==> config.mk <==
export PLATFORM = sky130hd
export DESIGN_NAME = cadence_marker_gen
export DESIGN_NICKNAME = d
export VERILOG_FILES = /design/src/rtl/cadence_pkg.sv /design/src/rtl/cm_rate_decode.sv /design/src/rtl/cm_frame_counter.sv /design/src/rtl/cm_marker_shaper.sv /design/src/rtl/cadence_marker_gen.sv
export SDC_FILE = /design/constraint.sdc
export NUM_CORES = 1
export LEC_CHECK = 0
export BUFFER_PORTS_ARGS = -buffer_cell sky130_fd_sc_hd__buf_2
export CAP_MARGIN = 20
export CORE_AREA = 2 2 39 41
export DETAILED_ROUTE_END_ITERATION = 6
export DIE_AREA = 0 0 41 43
export GPL_ROUTABILITY_DRIVEN = 0
export GPL_TIMING_DRIVEN = 0
export PLACE_DENSITY_LB_ADDON = 0.25
export SLEW_MARGIN = 40
export SYNTH_ARGS = -nofsm -noshare
export SYNTH_HDL_FRONTEND = slang
export SYNTH_SLANG_ARGS = --single-unit
export TNS_END_PERCENT = 10
==> constraint.sdc <==
create_clock -name clk -period 1.91 [get_ports clk]
set_input_delay 0 -clock clk [delete_from_list [all_inputs] [get_ports clk]]
set_output_delay 0 -clock clk [all_outputs]
set_load 0.1 [all_outputs]
==> src/rtl/cadence_pkg.sv <==
package cadence_pkg;

   // Marker pulse shape
   typedef enum logic {
      SHAPE_LINE  = 1'b0,
      SHAPE_FIELD = 1'b1
   } shape_e;

   // Width needed to count 0 .. n-1
   function automatic int cnt_width(input int n);
      return (n <= 2) ? 1 : $clog2(n);
   endfunction

endpackage

==> src/rtl/cm_rate_decode.sv <==
module cm_rate_decode
   import cadence_pkg::*;
#(
   parameter int RATE_W       = 3,
   parameter int CNT_W        = 4,
   parameter int CODE_S0      = 3,
   parameter int CODE_S1      = 4,
   parameter int CODE_L0      = 6,
   parameter int CODE_L1      = 7,
   parameter int SHORT_PERIOD = 5,
   parameter int LONG_PERIOD  = 10
) (
   input  logic [RATE_W-1:0] rate_sel,
   output logic              valid,
   output logic [CNT_W-1:0]  last
);

   localparam logic [CNT_W-1:0]  SHORT_LAST = CNT_W'(SHORT_PERIOD - 1);
   localparam logic [CNT_W-1:0]  LONG_LAST  = CNT_W'(LONG_PERIOD - 1);
   localparam logic [RATE_W-1:0] S0 = RATE_W'(CODE_S0);
   localparam logic [RATE_W-1:0] S1 = RATE_W'(CODE_S1);
   localparam logic [RATE_W-1:0] L0 = RATE_W'(CODE_L0);
   localparam logic [RATE_W-1:0] L1 = RATE_W'(CODE_L1);

   logic is_short;
   logic is_long;

   always_comb begin
      is_short = (rate_sel == S0) || (rate_sel == S1);
      is_long  = (rate_sel == L0) || (rate_sel == L1);
      valid    = is_short || is_long;
      if (is_long)
         last = LONG_LAST;
      else if (is_short)
         last = SHORT_LAST;
      else
         last = '0;
   end

endmodule

==> src/rtl/cm_frame_counter.sv <==
module cm_frame_counter #(
   parameter int CNT_W = 4
) (
   input  logic             clk,
   input  logic             rst,
   input  logic             clear,
   input  logic             frame_tick,
   input  logic [CNT_W-1:0] last,
   output logic [CNT_W-1:0] cnt,
   output logic             at_zero
);

   logic [CNT_W-1:0] cnt_nxt;

   always_comb begin
      if (cnt >= last)
         cnt_nxt = '0;
      else
         cnt_nxt = cnt + CNT_W'(1);
   end

   always_ff @(posedge clk) begin
      if (rst || clear)
         cnt <= '0;
      else if (frame_tick)
         cnt <= cnt_nxt;
   end

   assign at_zero = (cnt == '0);

endmodule

==> src/rtl/cm_marker_shaper.sv <==
module cm_marker_shaper
   import cadence_pkg::*;
(
   input  logic clk,
   input  logic rst,
   input  logic clear,
   input  logic hs_lead,
   input  logic frame_tick,
   input  logic field2_tick,
   input  logic fire,
   input  logic shape_field,
   output logic active_q
);

   shape_e shape;
   logic   end_evt;

   always_comb begin
      shape = shape_e'(shape_field);
      unique case (shape)
         SHAPE_LINE:  end_evt = hs_lead;
         SHAPE_FIELD: end_evt = field2_tick;
         default:     end_evt = hs_lead;
      endcase
   end

   always_ff @(posedge clk) begin
      if (rst || clear)
         active_q <= 1'b0;
      else if (frame_tick)
         active_q <= fire;
      else if (end_evt)
         active_q <= 1'b0;
   end

endmodule

==> src/rtl/cadence_marker_gen.sv <==
module cadence_marker_gen
   import cadence_pkg::*;
#(
   parameter int RATE_W       = 3,
   parameter int CODE_S0      = 3,
   parameter int CODE_S1      = 4,
   parameter int CODE_L0      = 6,
   parameter int CODE_L1      = 7,
   parameter int SHORT_PERIOD = 5,
   parameter int LONG_PERIOD  = 10
) (
   input  logic              clk,
   input  logic              rst,
   input  logic              enable,
   input  logic              hs_lead,
   input  logic              line_one,
   input  logic              field_id,
   input  logic [RATE_W-1:0] rate_sel,
   input  logic              shape_field,
   input  logic              pol_inv,
   output logic              marker_out
);

   localparam int MAX_PERIOD = (LONG_PERIOD > SHORT_PERIOD) ? LONG_PERIOD : SHORT_PERIOD;
   localparam int CNT_W      = cnt_width(MAX_PERIOD);

   // Elaboration-time parameter checks
   if (SHORT_PERIOD < 2 || LONG_PERIOD < 2) begin : g_bad_period
      $error("cadence_marker_gen: periods must be at least 2");
   end
   if (CODE_S0 >= (1 << RATE_W) || CODE_S1 >= (1 << RATE_W) ||
       CODE_L0 >= (1 << RATE_W) || CODE_L1 >= (1 << RATE_W)) begin : g_bad_code
      $error("cadence_marker_gen: rate code does not fit RATE_W");
   end

   logic              rate_ok;
   logic [CNT_W-1:0]  cnt_last;
   logic [CNT_W-1:0]  cnt_q;
   logic              cnt_zero;
   logic [RATE_W-1:0] rate_q;
   logic              rate_chg;
   logic              clear;
   logic              frame_tick;
   logic              field2_tick;
   logic              active_q;

   cm_rate_decode #(
      .RATE_W      (RATE_W),
      .CNT_W       (CNT_W),
      .CODE_S0     (CODE_S0),
      .CODE_S1     (CODE_S1),
      .CODE_L0     (CODE_L0),
      .CODE_L1     (CODE_L1),
      .SHORT_PERIOD(SHORT_PERIOD),
      .LONG_PERIOD (LONG_PERIOD)
   ) u_dec (
      .rate_sel(rate_sel),
      .valid   (rate_ok),
      .last    (cnt_last)
   );

   always_ff @(posedge clk) begin
      if (rst)
         rate_q <= rate_sel;
      else
         rate_q <= rate_sel;
   end

   assign rate_chg    = (rate_sel != rate_q);
   assign clear       = !enable || !rate_ok || rate_chg;
   assign frame_tick  = hs_lead && line_one && !field_id;
   assign field2_tick = hs_lead && line_one && field_id;

   cm_frame_counter #(
      .CNT_W(CNT_W)
   ) u_cnt (
      .clk       (clk),
      .rst       (rst),
      .clear     (clear),
      .frame_tick(frame_tick),
      .last      (cnt_last),
      .cnt       (cnt_q),
      .at_zero   (cnt_zero)
   );

   cm_marker_shaper u_shp (
      .clk        (clk),
      .rst        (rst),
      .clear      (clear),
      .hs_lead    (hs_lead),
      .frame_tick (frame_tick),
      .field2_tick(field2_tick),
      .fire       (cnt_zero),
      .shape_field(shape_field),
      .active_q   (active_q)
   );

   // Polarity applied last, on the registered marker
   assign marker_out = active_q ^ pol_inv;

endmodule

==> results of run 1 <==
==> cell usage in the layout, fill, tap and decap left out <==
cell / n
nand2b_1: 1
xor2_1: 3
ha_1: 5
nor2_1: 6
nand4_1: 1
a21oi_1: 2
o21ai_0: 2
and3b_1: 1
clkbuf_1: 1
clkbuf_4: 3
a21oi_2: 1
nand2_1: 2
dfxtp_1: 8
xnor2_1: 2
nor3b_2: 1
nor3b_1: 1
mux2i_1: 1
inv_1: 4
a32oi_1: 1
and2b_1: 1
nor4bb_1: 1
buf_2: 11
a2111o_1: 1
and2_1: 1
nor4_1: 1
a31oi_1: 1
dlygate4sd3_1: 3
==> logic make-up after synthesis <==
group / synth area share, %
xor+xnor: 9.78
fa+ha+maj: 14.0
flops: 35.8
compound gates: 11.5
mux: 2.23
buf+inv: 4.19
simple gates: 22.6
==> stage by stage <==
stage	power (mW)	instances	hold WS, ns
detailed placement	0.223	76	0.162
global route	0.380	82	0.0267
global placement	0.221	76	0.162
CTS	0.365	82	0.0138
floorplan	0.205	49	0.0277
finish	0.360	82	0.0242
==> registers in the layout, indices dropped and copies added (netlist names) <==
register        count
u_cnt.cnt           4
u_shp.active_q      1
rate_q              3
==> area by class of cell <==
class | instances | area, um^2 | area share, %
plain buffers | 1 | 3.75 | 0.648
clock buffers | 3 | 22.5 | 3.89
inverters | 4 | 15.0 | 2.59
multi-input cells | 36 | 273 | 47.1
flip-flops and latches | 8 | 160 | 27.6
well taps | 16 | 20.0 | 3.46
repair buffers | 14 | 85.1 | 14.7
==> what timing repair did <==
item / CTS / global route
setup endpoints to repair: 0 / 4
hold buffers: 3 / 0
buffers inserted: 0 / 0
endpoints found under the hold margin: 3 / 0
resized for setup: 0 / 1
==> report_power, final <==
| group | total, mW | internal, mW | leakage, nW | switching [mW] |
|---|---|---|---|---|
| clock network | 0.135 | 0.0723 | 0.0138 | 0.0631 |
| registers | 0.172 | 0.170 | 0.0656 | 0.00178 |
| logic | 0.0526 | 0.0249 | 0.169 | 0.0277 |
==> worst max path at each step <==
stage                        start  depth (start not counted)           end  slack (ns)
floorplan           u_shp.active_q                          1    marker_out        0.15
global placement      u_cnt.cnt[0]                          6  u_cnt.cnt[0]        0.22
detailed placement    u_cnt.cnt[0]                          6  u_cnt.cnt[2]        0.22
CTS                    rate_sel[2]                          9  u_cnt.cnt[3]        0.08
global route           rate_sel[2]                          9  u_cnt.cnt[2]       0.004
finish                 rate_sel[2]                          8  u_cnt.cnt[0]        0.12
==> routing by layer <==
metal  part of all wire (%)  track usage, %  vias up  wire length, um
li1                       -               -      204                -
met1                     48            14.8      170              422
met2                     43            17.5       11              379
met3                    7.2            6.28        2               63
met4                    1.5            8.00        0               13
met5                      0               0        -                0
==> worst max-delay path: stages <==
cell and delay (ns):
dlygate4sd3_1 0.54, buf_2 0.15, and2_1 0.18, ha_1 0.27, nor3b_1 0.18, o21ai_0 0.11
a2111o_1 0.44, nor2_1 0.12
==> impl_metrics.ini, run 1 <==
[placed_design]
detailedPlace.worstSlack_ns = 0.220
dpl_cell_area_um2 = 523
dp_hpwl_um = 662
portBuffers = 11

[die]
ioPinCount = 12
die_w_um = 41
dieArea_mm2 = 0.00176
die_h_um = 43
rows = 14
start_util_pct = 32.4
core_mm2 = 0.00138

[setup_path]
cp.required_ns = 2.11
worstPathArrival_ns = 1.99
critPathKind = in -> reg
critPathMaxFanout = 6
reg2regPathDepth = 6
r2r-start = u_cnt.cnt[0]
cp-end-kind = flop
startpoint_type = input port
reg2reg_to = u_cnt.cnt[0]
rrSetupSlack_ns = 0.23

[sta]
finalWorstSetupSlack_ns = 0.120
drv_slew = 0
setup_violations = 0
worst_slew_pin_slew_ns = 0.484
post-route-min-period_ns = 1.79
finClkSkew_ns = 0.00113
maxSlewHeadroom_pct = 67.9
timing.fmax_ghz = 0.559
fin_crit_sh_pct = 93.7
rsz0062_at_grt = no
hold_violations = 0
finalSetupTns_ns = 0

[drt]
wl_per_cell_um = 10.7
drtPass1Iterations = 4
ant_nets = 0
num_vias = 387
wirelength_um = 879
drc = 0
drt_iter0_markers = 5
via_per_inst = 4.72

[grt]
grt_pass1_vias = 398
grt_overflow = 0
grt_max_degree = 8
grt_pass1_wl_um = 1480
antenna_found_initial = 0
grt_usage_pct = 12.7

[final_layout]
nNetsFinal = 84
final.fill_count = 145
diodes = 0
finalInstanceArea_um2 = 579
drive_above_1_share_pct = 24.2
postLayoutCoreUtil_pct = 41.9
area_growth_pct = 29.3

[clock_tree]
clkSinkCount = 8
cts_tree = done
htree_levels = 1
cts_root_buf = clkbuf_4
cts_buffers = 3
insertion_delay_ns = 0.26
clockBufferDepth = 2
clk_pin_slew_ns = 0.06

[power]
power.leakage_nw = 0.249
powerDensity_mw_per_mm2 = 622
irDropWorstVdd_uv = 235

[synth]
yosysMostFrequentCell = dfxtp_1
async_flop_share_pct = 0
netlist-cell-type-count = 23
ys.flop_type = dfxtp_1
ys_seq_area_share_pct = 35.8
syn_nets = 65
ys_ff_latch = 8
syn_inst = 49
syn_area_per_cell_um2 = 9.14
yosysTopAreaCellShare_pct = 35.8
synthTopCellsByCount = dfxtp_1 (8), nor2_1 (6), ha_1 (5), inv_1 (4)
synth_edf_count = 0
yosys-top-cells-area = dfxtp_1 (36%), ha_1 (14%), xor2_1 (5.9%)
synth_area_um2 = 448
synth_top_area_cell = dfxtp_1
ys_warn_count = 0

[worst_hold_path]
hold_end = u_shp.active_q
min_path_type = in -> reg
hold_depth = 3
hp-start = enable

[flow_run]
maxCapViolations = 0

[run_status]
status = completed
Note: power is estimated with default switching activity, not from simulation.
==> inputs of run 2 (changes only) <==
--- a/config.mk
+++ b/config.mk
@@ -13,6 +13,7 @@
 export GPL_ROUTABILITY_DRIVEN = 0
 export GPL_TIMING_DRIVEN = 0
 export PLACE_DENSITY_LB_ADDON = 0.25
+export REMOVE_ABC_BUFFERS = 1
 export SLEW_MARGIN = 40
 export SYNTH_ARGS = -nofsm -noshare
 export SYNTH_HDL_FRONTEND = slang
==> constraint.sdc (replaced) <==
create_clock -name clk -period 1.64 [get_ports clk]
set_input_delay 0 -clock clk [delete_from_list [all_inputs] [get_ports clk]]
set_output_delay 0 -clock clk [all_outputs]
set_load 0.1 [all_outputs]
==> run 2 against run 1 <==
Effect of this change: core utilization rose by 0.81 points; largest power group unchanged; critical path depth decreased by 2; clock power grew 9.6%; wire length is 3.4% lower; sequential cell count did not move; total power is 14% higher; global-route usage shrank 0.68 points; highest routed layer unchanged; cell area is 1.9% higher; worst setup slack got worse by 0.014 ns.
==> impl_metrics.ini, run 2 (synthesis results as in run 1) <==
[run_status]
status = completed

[sta]
setup_violations = 0
finClkSkew_ns = 0.0132
maxSlewHeadroom_pct = 67.8
hold_slack_ns = 0.0201
drv_slew = 0
hold_violations = 0
post-route-min-period_ns = 1.53
timing.fmax_ghz = 0.652
fin_crit_sh_pct = 93.5
worst_slew_pin_slew_ns = 0.486
rsz0062_at_grt = no

[power]
swShare_pct = 24.2
pwr-share-comb_pct = 15.1
clkPwrFrac_pct = 36.1
power.leakage_nw = 0.250
pwr-share-seq_pct = 48.8
p_sw_uw = 99.4
irDropWorstVdd_uv = 338
power.internal_uw = 312
powerDensity_mw_per_mm2 = 696

[die]
dieArea_mm2 = 0.00176
start_util_pct = 32.4
die_w_um = 41
rows = 14
die_h_um = 43
core_mm2 = 0.00138
ioPinCount = 12

[grt]
grt_pass1_vias = 354
antenna_found_initial = 0
grt_overflow = 0
grt_pass1_wl_um = 1330
grt_max_degree = 8
grt_usage_pct = 12.0

[drt]
via_per_inst = 4.62
wirelength_um = 849
ant_nets = 0
drt_iter0_markers = 9
drtPass1Iterations = 4
drc = 0
wl_per_cell_um = 10.5
num_vias = 374

[final_layout]
diodes = 0
finalInstanceArea_um2 = 591
drive_above_1_share_pct = 27.7
area_growth_pct = 31.8
nNetsFinal = 83
largest_register = u_cnt.cnt
layout_commonest_cell = buf_2
top_regs = u_cnt.cnt: 4 flops, rate_q: 3 flops, u_shp.active_q: 1 flops
largest_reg_flops = 4
layout_common_cells = buf_2 (11), dfxtp_1 (7), nor2_1 (6), inv_1 (4), ha_1 (4)

[setup_path]
startpoint_type = flop
worstPathArrival_ns = 1.71
critPathMaxFanout = 4
critPathKind = reg -> reg
reg2regPathDepth = 6
cp-end-kind = flop
cp.required_ns = 1.82

[clock_tree]
clockBufferDepth = 2
cts_root_buf = clkbuf_4
cts_buffers = 3
clk_pin_slew_ns = 0.06
htree_levels = 1
clkSinkCount = 8
cts_tree = done
cts_setup_buffers = 0
insertion_delay_ns = 0.25

[worst_hold_path]
min_path_type = in -> reg
hold_depth = 3

[placed_design]
portBuffers = 11
dpl_cell_area_um2 = 519
dp_hpwl_um = 646

[flow_run]
maxCapViolations = 0
-- run 2: cell count changes in the layout (fill, tap and decap cells not counted), sizes merged --
cell	delta
clkbuf	-1
-- run 2: power groups by stage --
| stage | registers (mW) | logic, mW | clock network (mW) |
|---|---|---|---|
| 2_1_floorplan | 0.204 | 0.0334 | 0 |
| 3_3_place_gp | 0.205 | 0.0528 | 0 |
| 3_5_place_dp | 0.205 | 0.0544 | 0 |
| 4_1_cts | 0.200 | 0.0602 | 0.158 |
| 5_1_grt | 0.201 | 0.0694 | 0.172 |
| 6_report | 0.201 | 0.0623 | 0.148 |
-- run 2: worst paths after layout --
kind / slack, ns / startpoint / end
min: 0.02 / enable / u_shp.active_q
max: 0.11 / u_cnt.cnt[0] / u_cnt.cnt[3]
min reg2reg: 0.55 / u_cnt.cnt[0] / u_cnt.cnt[0]
max reg2reg: 0.11 / u_cnt.cnt[0] / u_cnt.cnt[3]
-- run 2: metrics by stage --
step | setup WS [ns] | power [mW] | util, % | TNS, ns | cells
after detailed placement | -0.0391 | 0.259 | 37.5 | -0.135 | 75
final | 0.107 | 0.411 | 42.7 | 0 | 81
after global placement | -0.0408 | 0.257 | 37.5 | -0.142 | 75
after floorplan | -0.116 | 0.238 | - | -0.116 | 48
after CTS | 0.0252 | 0.419 | 41.4 | 0 | 81
after global routing | 0.0438 | 0.442 | 42.7 | 0 | 81
-- run 2: repair_timing --
item,CTS,global route
resized for setup,1,3
hold endpoints to repair,3,0
hold buffers,3,0
endpoints found under the setup margin,4,4
pin swaps,1,5
-- run 2: worst max-delay path: stages, from the launching register on --
cell	delay (ns)
dfxtp_2	0.36
inv_1	0.08
ha_4	0.21
nor3b_2	0.14
o21ai_1	0.08
a2111o_1	0.48
nor2_1	0.10
-- run 2: layout make-up --
class | count | area, um^2
Fill cell | 142 | 793
Clock buffer | 3 | 22.5
Multi-Input combinational cell | 36 | 287
Timing Repair Buffer | 14 | 85.1
Sequential cell | 8 | 161
Inverter | 4 | 15.0
Tap cell | 16 | 20.0
-- run 2: metal layers --
| layer | vias to the layer above | global-route usage [%] | part of all wire (%) |
|---|---|---|---|
| met5 | - | 0 | 0 |
| met4 | 0 | 10.0 | 2.1 |
| met3 | 2 | 6.28 | 4.9 |
| met2 | 6 | 17.5 | 47 |
| met1 | 162 | 11.7 | 46 |
| li1 | 204 | - | - |
==> inputs of run 3 (changes only) <==
--- a/config.mk
+++ b/config.mk
@@ -14,6 +14,7 @@
 export GPL_TIMING_DRIVEN = 0
 export PLACE_DENSITY_LB_ADDON = 0.25
 export REMOVE_ABC_BUFFERS = 1
+export SETUP_SLACK_MARGIN = 0.5
 export SLEW_MARGIN = 40
 export SYNTH_ARGS = -nofsm -noshare
 export SYNTH_HDL_FRONTEND = slang
==> run 3 against run 2 <==
Effect of this change: cell area is 2.8% higher; worst hold slack better by 0.0016 ns; critical path type unchanged; critical endpoint unchanged; via count up 4.3%; worst setup slack better by 0.074 ns; total power rose by 0.40%; largest power group unchanged.
==> impl_metrics.ini, run 3 (synthesis results as in run 1) <==
[run_status]
status = completed

[final_layout]
multiInputGateArea_um2 = 287
diodes = 0
finalInstanceArea_um2 = 607
layout_common_cells = buf_2 (11), nor2_1 (6), dfxtp_1 (6), ha_1 (4)
layout_commonest_cell = buf_2
final.fill_count = 141
nNetsFinal = 85
instances_no_fill = 83
seq_area_um2 = 163
area_growth_pct = 35.5
postLayoutCoreUtil_pct = 43.9
drive_above_1_share_pct = 32.8
largest_register = u_cnt.cnt
largest_reg_flops = 4
top_regs = u_cnt.cnt: 4 flops, rate_q: 3 flops, u_shp.active_q: 1 flops

[clock_tree]
insertion_delay_ns = 0.25
cts_root_buf = clkbuf_4
clkSinkCount = 8
clockBufferDepth = 2
cts_buffers = 3
clk_pin_slew_ns = 0.06
cts_tree = done
htree_levels = 1

[sta]
hold_slack_ns = 0.0216
hold_violations = 0
setup_violations = 0
post-route-min-period_ns = 1.46
drv_slew = 0
timing.fmax_ghz = 0.685
finalWorstSetupSlack_ns = 0.180
rsz0062_at_grt = yes
finalSetupTns_ns = 0
worst_slew_pin_slew_ns = 0.486
finClkSkew_ns = 0.0117
fin_crit_sh_pct = 89.0
maxSlewHeadroom_pct = 67.8

[placed_design]
portBuffers = 11
dpl.cell_count = 75
dp_hpwl_um = 646
dpl_cell_area_um2 = 519
detailedPlace.worstSlack_ns = -0.0391

[worst_hold_path]
min_path_type = in -> reg

[drt]
drtPass1Iterations = 2
wl_per_cell_um = 10.7
drt_iter0_markers = 6
drc = 0
num_vias = 390
wirelength_um = 888
via_per_inst = 4.70
ant_nets = 0

[power]
power.leakage_nw = 0.260
finalPower_uw = 413
powerDensity_mw_per_mm2 = 680
irDropWorstVdd_uv = 338

[die]
start_util_pct = 32.4
ioPinCount = 12
die_w_um = 41
rows = 14
dieArea_mm2 = 0.00176
core_mm2 = 0.00138
die_h_um = 43

[setup_path]
startpoint_type = flop
cpPeakStageDelay_ns = 0.43
cp-end-kind = flop
cp.required_ns = 1.82
reg2regPathDepth = 6
reg2reg_to = u_cnt.cnt[3]
critPathMaxFanout = 4
crit_slowest_cell = a2111o_1
path_depth = 6
rrSetupSlack_ns = 0.18
r2r-start = u_cnt.cnt[0]
worstPathArrival_ns = 1.64
startpoint = u_cnt.cnt[0]
crit_path_end = u_cnt.cnt[3]
path_buf_inv = 1
crit_family = compound AO/OA/AOI/OAI gates
path_cells = inv_2 > ha_4 > nor3b_2 > o21ai_1 > a2111o_1 > nor2_1
critPathKind = reg -> reg

[grt]
grt_max_degree = 8
antenna_found_initial = 0
grt_pass1_wl_um = 1490
grt_overflow = 0
grt_usage_pct = 13.2
grt_pass1_vias = 394

[flow_run]
maxCapViolations = 0
==> run 3: how the worst min path moves through the flow <==
stage	start	end	slack, ns	cells past startpoint
after global placement	rate_sel[1]	rate_q[1]	0.16	1
after CTS	enable	u_shp.active_q	0.01	3
after floorplan	rate_sel[0]	rate_q[0]	0.03	0
final	enable	u_shp.active_q	0.02	3
after global routing	enable	u_shp.active_q	0.02	3
after detailed placement	rate_sel[1]	rate_q[1]	0.17	1
==> run 3: final cells by class <==
class | instances | area share (%)
repair buffers | 16 | 16.5
well taps | 16 | 3.30
clock buffers | 3 | 3.71
inverters | 4 | 2.47
multi-input cells | 36 | 47.2
flip-flops and latches | 8 | 26.8
==> run 3: repair_timing <==
item,CTS,global route
setup buffers,2,0
endpoints found under the hold margin,3,0
pin swaps,9,0
setup endpoints to repair,5,6
hold buffers,3,0
resized for setup,6,0
==> run 3: power by group <==
part           switching, mW  internal (mW)  leakage (nW)
Combinational         0.0329         0.0296         0.180
Sequential           0.00194          0.199        0.0666
Clock                 0.0662         0.0837        0.0138
==> run 3: per-layer routing <==
layer	GRT usage, %	routed length, um	vias up
met5	0	0	-
met4	10.0	18	0
met3	6.28	42	2
met2	20.3	429	6
met1	12.6	398	174
li1	-	-	208
==> run 3: tightest hold or removal path: stages <==
cell and delay [ns]:
buf_2 0.09, nand2b_1 0.08, nor4_1 0.05
